<file path="src/rtl/cvc_pkg.sv">
package cvc_pkg;
  typedef enum logic [1:0] {
    RSP_IDLE = 2'b00,
    RSP_DONE = 2'b01,
    RSP_BUSY = 2'b10,
    RSP_CANT = 2'b11
  } rsp_e;

  localparam logic [3:0] OP_WAIT     = 4'd0;
  localparam logic [3:0] OP_FIQ_SET  = 4'd1;
  localparam logic [3:0] OP_IRQ_SET  = 4'd2;
  localparam logic [3:0] OP_FIQ_CLR  = 4'd3;
  localparam logic [3:0] OP_IRQ_CLR  = 4'd4;
  localparam logic [3:0] OP_STAMP    = 4'd5;
endpackage

</file>
<file path="src/rtl/cvc_regfile.sv">
module cvc_regfile #(
  parameter int NREG  = 16,
  parameter int W     = 32,
  localparam int IW   = $clog2(NREG)
) (
  input  logic          clk,
  input  logic          rst_n,
  input  logic          wr_en,
  input  logic [IW-1:0] wr_idx,
  input  logic [W-1:0]  wr_data,
  input  logic          cap_en,
  input  logic [IW-1:0] cap_idx,
  input  logic [W-1:0]  cap_val,
  input  logic [IW-1:0] rd_a_idx,
  output logic [W-1:0]  rd_a_data,
  input  logic [IW-1:0] rd_b_idx,
  output logic [W-1:0]  rd_b_data
);
  logic [W-1:0] mem_q [NREG];
  logic [W-1:0] mem_d [NREG];

  for (genvar g = 0; g < NREG; g++) begin : g_slot
    // capture has priority over a host write to the same slot
    always_comb begin
      mem_d[g] = mem_q[g];
      if (cap_en && cap_idx == IW'(g))
        mem_d[g] = cap_val;
      else if (wr_en && wr_idx == IW'(g))
        mem_d[g] = wr_data;
    end

    always_ff @(posedge clk or negedge rst_n) begin
      if (!rst_n) mem_q[g] <= '0;
      else        mem_q[g] <= mem_d[g];
    end
  end

  assign rd_a_data = mem_q[rd_a_idx];
  assign rd_b_data = mem_q[rd_b_idx];

  p_capture_wins_r7: assert property (@(posedge clk) disable iff (!rst_n)
    cap_en |=> mem_q[$past(cap_idx)] == $past(cap_val));
endmodule

</file>
<file path="src/rtl/cvc_stall.sv">
module cvc_stall #(
  parameter int W = 32
) (
  input  logic         clk,
  input  logic         rst_n,
  input  logic         start,
  input  logic         hold,
  input  logic [W-1:0] count,
  output logic         active,
  output logic         busy
);
  logic         act_q, act_d;
  logic [W-1:0] rem_q, rem_d;

  always_comb begin
    act_d = act_q;
    rem_d = rem_q;
    busy  = 1'b0;
    if (act_q) begin
      if (!hold || rem_q == '0) begin
        act_d = 1'b0;
      end else begin
        busy  = 1'b1;
        rem_d = rem_q - 1'b1;
      end
    end else if (start && count != '0) begin
      act_d = 1'b1;
      rem_d = count - 1'b1;
    end
  end

  always_ff @(posedge clk or negedge rst_n) begin
    if (!rst_n) begin
      act_q <= 1'b0;
      rem_q <= '0;
    end else begin
      act_q <= act_d;
      rem_q <= rem_d;
    end
  end

  assign active = act_q;

  p_zero_done_r2: assert property (@(posedge clk) disable iff (!rst_n)
    (!act_q && start && count == '0) |=> !act_q);
  p_rem_dec_r3: assert property (@(posedge clk) disable iff (!rst_n)
    (act_q && hold && rem_q != '0) |=> (act_q && rem_q == $past(rem_q) - 1'b1));
endmodule

</file>
<file path="src/rtl/cvc_irq_timer.sv">
module cvc_irq_timer #(
  parameter int W = 32
) (
  input  logic         clk,
  input  logic         rst_n,
  input  logic         sched,
  input  logic [W-1:0] count,
  input  logic         clr,
  output logic         req_n
);
  logic         armed_q, armed_d;
  logic [W-1:0] cnt_q, cnt_d;
  logic         line_q, line_d;
  logic         fire;

  always_comb begin
    armed_d = armed_q;
    cnt_d   = cnt_q;
    fire    = 1'b0;
    if (sched) begin
      if (count == '0) begin
        fire    = 1'b1;
        armed_d = 1'b0;
      end else begin
        armed_d = 1'b1;
        cnt_d   = count;
      end
    end else if (armed_q) begin
      if (cnt_q == W'(1)) begin
        fire    = 1'b1;
        armed_d = 1'b0;
      end else begin
        cnt_d = cnt_q - 1'b1;
      end
    end
    // clear beats a coincident expiry
    line_d = line_q;
    if (clr)       line_d = 1'b1;
    else if (fire) line_d = 1'b0;
  end

  always_ff @(posedge clk or negedge rst_n) begin
    if (!rst_n) begin
      armed_q <= 1'b0;
      cnt_q   <= '0;
      line_q  <= 1'b1;
    end else begin
      armed_q <= armed_d;
      cnt_q   <= cnt_d;
      line_q  <= line_d;
    end
  end

  assign req_n = line_q;

  p_clear_release_r6: assert property (@(posedge clk) disable iff (!rst_n)
    clr |=> req_n);
  p_fall_cause_r4: assert property (@(posedge clk) disable iff (!rst_n)
    $fell(req_n) |-> ($past(sched && count == '0) || $past(!sched && armed_q && cnt_q == W'(1))));
endmodule

</file>
<file path="src/rtl/cvc_top.sv">
module cvc_top #(
  parameter int NREG  = 16,
  parameter int W     = 32,
  parameter int OPW   = 4,
  localparam int IW   = $clog2(NREG)
) (
  input  logic           clk,
  input  logic           rst_n,
  input  logic           xfer_wr,
  input  logic [IW-1:0]  xfer_idx,
  input  logic [W-1:0]   xfer_wdata,
  output logic [W-1:0]   xfer_rdata,
  input  logic           cmd_valid,
  input  logic           cmd_port,
  input  logic [OPW-1:0] cmd_op,
  input  logic [IW-1:0]  cmd_idx,
  output logic [1:0]     resp,
  output logic           fiq_n,
  output logic           irq_n
);
  import cvc_pkg::*;

  logic [W-1:0] cyc_q, cyc_d;
  logic [W-1:0] cmd_val;
  logic         legal, act;
  logic         stall_active, stall_busy;
  logic         is_wait, is_fset, is_iset, is_fclr, is_iclr, is_stamp;
  rsp_e         rsp;

  // free-running cycle counter
  assign cyc_d = cyc_q + 1'b1;
  always_ff @(posedge clk or negedge rst_n) begin
    if (!rst_n) cyc_q <= '0;
    else        cyc_q <= cyc_d;
  end

  // decode
  assign legal    = cmd_port ? (cmd_op == OPW'(OP_WAIT)) : (cmd_op <= OPW'(OP_STAMP));
  assign act      = cmd_valid && !stall_active && legal;
  assign is_wait  = act && cmd_op == OPW'(OP_WAIT);
  assign is_fset  = act && cmd_op == OPW'(OP_FIQ_SET);
  assign is_iset  = act && cmd_op == OPW'(OP_IRQ_SET);
  assign is_fclr  = act && cmd_op == OPW'(OP_FIQ_CLR);
  assign is_iclr  = act && cmd_op == OPW'(OP_IRQ_CLR);
  assign is_stamp = act && cmd_op == OPW'(OP_STAMP);

  cvc_regfile #(.NREG(NREG), .W(W)) u_regs (
    .clk(clk), .rst_n(rst_n),
    .wr_en(xfer_wr), .wr_idx(xfer_idx), .wr_data(xfer_wdata),
    .cap_en(is_stamp), .cap_idx(cmd_idx), .cap_val(cyc_q),
    .rd_a_idx(xfer_idx), .rd_a_data(xfer_rdata),
    .rd_b_idx(cmd_idx), .rd_b_data(cmd_val)
  );

  cvc_stall #(.W(W)) u_stall (
    .clk(clk), .rst_n(rst_n),
    .start(is_wait), .hold(cmd_valid), .count(cmd_val),
    .active(stall_active), .busy(stall_busy)
  );

  cvc_irq_timer #(.W(W)) u_fiq (
    .clk(clk), .rst_n(rst_n),
    .sched(is_fset), .count(cmd_val), .clr(is_fclr), .req_n(fiq_n)
  );

  cvc_irq_timer #(.W(W)) u_irq (
    .clk(clk), .rst_n(rst_n),
    .sched(is_iset), .count(cmd_val), .clr(is_iclr), .req_n(irq_n)
  );

  always_comb begin
    if (!cmd_valid)                    rsp = RSP_IDLE;
    else if (stall_active)             rsp = stall_busy ? RSP_BUSY : RSP_DONE;
    else if (!legal)                   rsp = RSP_CANT;
    else if (is_wait && cmd_val != '0) rsp = RSP_BUSY;
    else                               rsp = RSP_DONE;
  end
  assign resp = rsp;

  p_idle_resp_r12: assert property (@(posedge clk) disable iff (!rst_n)
    !cmd_valid |-> resp == 2'b00);
  p_secondary_reject_r9: assert property (@(posedge clk) disable iff (!rst_n)
    (cmd_valid && !stall_active && cmd_port && cmd_op != '0) |-> resp == 2'b11);
  p_cant_quiet_r8: assert property (@(posedge clk) disable iff (!rst_n)
    (cmd_valid && !stall_active && !cmd_port && cmd_op > 4'd5) |=> ($stable(fiq_n) && $stable(irq_n)));
endmodule

</file>
<file path="config.mk">
export PLATFORM = sky130hd
export DESIGN_NAME = cvc_top
export DESIGN_NICKNAME = d
export VERILOG_FILES = /design/src/rtl/cvc_pkg.sv /design/src/rtl/cvc_regfile.sv /design/src/rtl/cvc_stall.sv /design/src/rtl/cvc_irq_timer.sv /design/src/rtl/cvc_top.sv
export SDC_FILE = /design/constraint.sdc
export NUM_CORES = 2
export LEC_CHECK = 0
export ABC_AREA = 1
export BUFFER_PORTS_ARGS = -buffer_cell sky130_fd_sc_hd__buf_2
export CAP_MARGIN = 20
export CELL_PAD_IN_SITES_DETAIL_PLACEMENT = 0
export CELL_PAD_IN_SITES_GLOBAL_PLACEMENT = 1
export CORE_AREA = 5 5 325 327
export CTS_CLUSTER_DIAMETER = 30
export DETAILED_ROUTE_END_ITERATION = 16
export DIE_AREA = 0 0 330 332
export PLACE_DENSITY_LB_ADDON = 0.3
export SETUP_SLACK_MARGIN = 0.1
export SLEW_MARGIN = 20
export SYNTH_ARGS = -nofsm -noshare
export SYNTH_HDL_FRONTEND = slang
export SYNTH_SLANG_ARGS = --single-unit
export TNS_END_PERCENT = 10
</file>
<file path="constraint.sdc">
create_clock -name clk -period 3 [get_ports clk]
set_clock_uncertainty 0.1 [all_clocks]
set_input_delay 0.15 -clock clk [delete_from_list [all_inputs] [get_ports clk]]
set_output_delay 0.15 -clock clk [all_outputs]
set_load 0.02 [all_outputs]
</file>
==> Flow_metrics.wiki <==
{| class="wikitable"
! Metric !! Value
|-
| CTS tree || done
|-
| DPL Wire Length || around 120 mm
|-
| Clock buffer count from CTS || 191
|-
| Vias in the first global route || roughly 43000
|-
| WHS Endpoint || u_regs.mem_q[255]$_DFFE_PN0P_
|-
| Most frequently used cell type in the post-synthesis netlist || sky130_fd_sc_hd__nand2_1
|-
| Share of synthesized flip-flops with an asynchronous set or reset || 100.0%
|-
| Fraction of the mapped netlist area in adder cells || 0.1855%
|-
| Worst path bufs/invs || 3
|-
| Largest net degree at the start of global routing || 87
|-
| Synthesized-area fraction occupied by ao, oa, aoi and oai cells || between 20% and 30%
|-
| Number of storage elements in the synthesis netlist || 645
|-
| Slack of the critical path || -355.0 ps
|-
| Critical path type || flip-flop to output port
|-
| Unrepaired setup endpoints after global routing || yes
|-
| Post-synth top flop || sky130_fd_sc_hd__dfrtp_1
|-
| Clock period minus worst slack || 3355 ps
|-
| Ratio of final minimum period to clock period || 111.8%
|-
| Startpoint of the lowest-slack register-to-register path || u_stall.active$_DFF_PN0_
|-
| First-pass iteration count of the detailed router || 7
|-
| Overall global routing resource usage || 34.60%
|-
| Setup TNS Final || -648.2 ps
|-
| Final layout net count || 5859
|-
| Critical path peak fanout || 3
|-
| Number of slew-limit violations in the final report || 0
|-
| Launching element type of the critical path || flip-flop
|-
| Static leakage || roughly 24 nW
|-
| Syn_area_per_cell || 7.220 µm²
|-
| Hold Vio Cnt, Final || 0
|-
| Routed Antenna Nets || 0
|-
| Master of the slowest instance on the critical path || sky130_fd_sc_hd__dfrtp_1
|-
| Remaining design rule violation count || 0
|-
| YS warnings || 0
|-
| Core Rows || 118
|-
| Minimum setup slack among reg-to-reg paths || around 30 ps
|-
| Placeable core region || ~100000 µm²
|-
| Sinks on the clock net || around 650
|-
| Largest vdd supply drop || 475.0 µV
|-
| Largest delay contributor family on the critical path || simple AND/OR/NAND/NOR gates
|-
| Number of antenna violations at the first check in global routing || 7
|-
| Wire length of the first global-routing pass || ~290 mm
|-
| Post-layout power || 42.51 mW
|-
| Number of library cell types mapped by synthesis || 36
|-
| Die Y || 332 µm
|-
| Synthesized instance count || approximately 5600
|-
| Hold Path Origin || xfer_idx[2]
|-
| Kind of end point of the critical path || output port
|-
| Clock latency reported for the late side of the worst-skew pair || ~800 ps
|-
| Top cells by area in the synthesized netlist || sky130_fd_sc_hd__dfrtp_1 40%, sky130_fd_sc_hd__nand2_1 14%, sky130_fd_sc_hd__o221ai_1 11%
|-
| Wire length reported by the detailed router || 195.9 mm
|-
| Overflow after GRT || 0
|-
| Number of cells traversed by the worst register-to-register path || 13
|-
| Number of cells on the worst hold path || 6
|-
| Power per standard cell area || ~810 nW/µm²
|-
| Number of setup violations in the final report || 2
|-
| Cell Area, Synth || 40470 µm²
|-
| Failing checks || negative setup slack
|-
| Net count after synthesis || 5660
|-
| Actual transition at the worst max-transition pin || 1093 ps
|-
| Share of layout cells above drive strength 1 || 16.15%
|-
| Effective utilization at floorplan || between 30% and 40%
|-
| Synthesized-area fraction occupied by xor and xnor cells || around 1.6%
|-
| Number of buffers between clock root and the deepest sink || 3
|-
| Number of flops mapped to enable cells by yosys || 0
|-
| Final cell utilization of the core || 51.32%
|-
| Crit path required time || 2750 ps
|-
| Max Fclk || 298.1 MHz
|-
| Min-Delay Path Class || input pin to flip-flop
|-
| End of the worst register-to-register path || u_stall.rem_q[28]$_DFFE_PN0P_
|-
| Synth top area share || 39.76%
|-
| DIE AREA || 109600 µm²
|-
| WL per Instance || 26.66 µm
|-
| Post-synth top cells || 1462 x sky130_fd_sc_hd__nand2_1, 666 x sky130_fd_sc_hd__inv_1, 643 x sky130_fd_sc_hd__dfrtp_1, 612 x sky130_fd_sc_hd__nand3_1, 512 x sky130_fd_sc_hd__o221ai_1
|-
| Worst slew margin || 26.94%
|-
| Worst path cell trace || nand2_1 > nand2_1 > nand2_1 > nand2_1 > nand2_2 > nand2_2 > nor2_4 > nand2_4 > nor2_4 > nand3b_1 > nor2_4 > buf_6 > nand2_8 > nand2_4 > nand2_4 > o21ai_2 > inv_1 > buf_6
|-
| Sequential cell area fraction in the yosys report || about 40%
|-
| Input/output buffers || 84
|-
| Status || complete, but fails checks
|-
| Number of top-level pins || 85
|-
| DRC violation total after the first TritonRoute iteration || 5542
|-
| Post-synthesis mux area share || 0%
|-
| Largest family of logic cells by synthesized area || simple AND/OR/NAND/NOR gates
|-
| Buffer cell driving the clock tree root || sky130_fd_sc_hd__clkbuf_16
|-
| Cell occurring most often along the worst timing path || sky130_fd_sc_hd__nand2_1
|-
| Max incr delay on CP || 380 ps
|-
| Data arrival time of the worst path || between 3000 and 4000 ps
|-
| Die width || 330 µm
|-
| Cell taking the most area after synthesis || sky130_fd_sc_hd__dfrtp_1
|-
| Simple-gate share of the synthesized area || 26.04%
|-
| Total vias in the final route || 44810
|-
| Number of levels the H-tree was split into || 4
|-
| Post-detailed-route via-to-cell ratio || about 6.1
|-
| Area growth from synthesis to final layout || 30.12%
|-
| Maximum capacitance violations || 0
|-
| Clock slew seen by the registers of the worst setup and hold paths || 40 ps
|-
| RD Place Congestion || 0.9535
|}
state kept, by name, indices dropped and copies added (netlist names):
name            flops
u_regs.mem_q      512
cyc_q              32
u_fiq.cnt_q        32
u_irq.cnt_q        32
u_stall.rem_q      32
u_fiq.armed_q       1
u_fiq.req_n         1
u_irq.armed_q       1
u_irq.req_n         1
u_stall.active      1
worst register-to-register path, delay by kind of cell (launching register included):
family | cells | cell delay (ps)
adders and majority gates | 1 | 190
buffers and inverters | 3 | 890
DFF | 1 | 350
AOI/OAI and AO/OA | 1 | 590
and+or+nand+nor | 8 | 740
logic make-up after synthesis:
logic type,after synthesis
AO/OA/AOI/OAI,1205
XOR/XNOR,73
adder cells (fa/ha/maj),6
buffers and inverters,1195
flip-flops,645
AND/OR/NAND/NOR,2481
cells in the final DEF, fill, tap and decap left out, types with 16 or more instances in the layout:
cell type / n
sky130_fd_sc_hd__nand2_1: 1429
sky130_fd_sc_hd__inv_1: 651
sky130_fd_sc_hd__dfrtp_1: 643
sky130_fd_sc_hd__nand3_1: 611
sky130_fd_sc_hd__o221ai_1: 512
sky130_fd_sc_hd__o21ai_0: 331
sky130_fd_sc_hd__buf_4: 261
sky130_fd_sc_hd__o22ai_1: 254
sky130_fd_sc_hd__nor2_1: 198
sky130_fd_sc_hd__clkbuf_16: 195
sky130_fd_sc_hd__buf_12: 113
sky130_fd_sc_hd__buf_2: 79
sky130_fd_sc_hd__xor2_1: 69
sky130_fd_sc_hd__nand4_1: 56
sky130_fd_sc_hd__dlygate4sd3_1: 46
sky130_fd_sc_hd__o21ai_1: 44
sky130_fd_sc_hd__clkbuf_8: 42
sky130_fd_sc_hd__nor2_4: 39
sky130_fd_sc_hd__clkinv_2: 39
sky130_fd_sc_hd__clkbuf_1: 34
sky130_fd_sc_hd__nor3_1: 26
sky130_fd_sc_hd__nor2_2: 24
sky130_fd_sc_hd__clkinv_1: 23
sky130_fd_sc_hd__nand2_4: 22
sky130_fd_sc_hd__or2_2: 22
sky130_fd_sc_hd__bufinv_16: 21
sky130_fd_sc_hd__o21ai_2: 20
sky130_fd_sc_hd__a21oi_1: 19
sky130_fd_sc_hd__nand2_2: 18
sky130_fd_sc_hd__nor4_1: 18
sky130_fd_sc_hd__inv_2: 16
per-layer routing:
metal | global-route usage [%] | routed length (µm) | vias to the layer above
met5 | 0 | 12 | -
met3 | 8.964 | 21140 | 829
met1 | 44.07 | 75120 | 21420
li1 | - | - | 19660
met4 | 20.84 | 14020 | 2
met2 | 52.78 | 85600 | 2908
area by class of cell:
| cell class | instances | area, µm² |
|---|---|---|
| inverter | 694 | 2615 |
| timing repair buffer | 507 | 5205 |
| antenna | 11 | 27.53 |
| tap | 1380 | 1727 |
| clock inverter | 76 | 1109 |
| sequential | 645 | 16140 |
| clock buffer | 270 | 5560 |
| fill | 9780 | 49950 |
| multi-input combinational | 3765 | 20270 |
metrics by stage:
stage	hold slack [ps]	worst slack [ps]	cell area (µm²)	instances
finish	183.5	-355.0	52660	7348
global route	180.7	-480.3	52630	7338
CTS	120.0	-376.5	52370	7329
detailed placement	8.445	-697.3	45110	6932
global placement	15.21	-677.7	45090	6931
floorplan	-245.6	647.7	40470	5605
worst max path at each step:
| stage | start | endpoint | slack (ps) | depth (start not counted) |
|---|---|---|---|---|
| floorplan | cmd_idx[1] | resp[0] | 650 | 17 |
| global placement | cmd_idx[0] | u_stall.rem_q[30]$_DFFE_PN0P_ | -680 | 21 |
| detailed placement | cmd_idx[0] | u_irq.cnt_q[15]$_DFFE_PN0P_ | -700 | 21 |
| CTS | u_regs.mem_q[48]$_DFFE_PN0P_ | resp[1] | -380 | 18 |
| global route | u_regs.mem_q[379]$_DFFE_PN0P_ | resp[1] | -480 | 18 |
| finish | u_regs.mem_q[48]$_DFFE_PN0P_ | resp[1] | -350 | 18 |
what timing repair did:
action	4_1_cts	5_1_grt
hold buffers	47	0
setup buffers	4	6
gates resized for setup	23	58
endpoints found under the setup margin	101	107
hold endpoints to repair	1039	0
pin swaps	7	22
gates cloned	0	1
power by group:
| group | leakage (nW) | total [mW] | internal (mW) | switching [mW] |
|---|---|---|---|---|
| registers | 7.86 | 12.1 | 10.9 | 1.24 |
| logic | 13.0 | 9.66 | 3.66 | 6.00 |
| clock network | 3.29 | 20.7 | 14.5 | 6.22 |
| total | 24.2 | 42.5 | 29.1 | 13.5 |
Note: power is estimated with default switching activity, not from simulation.
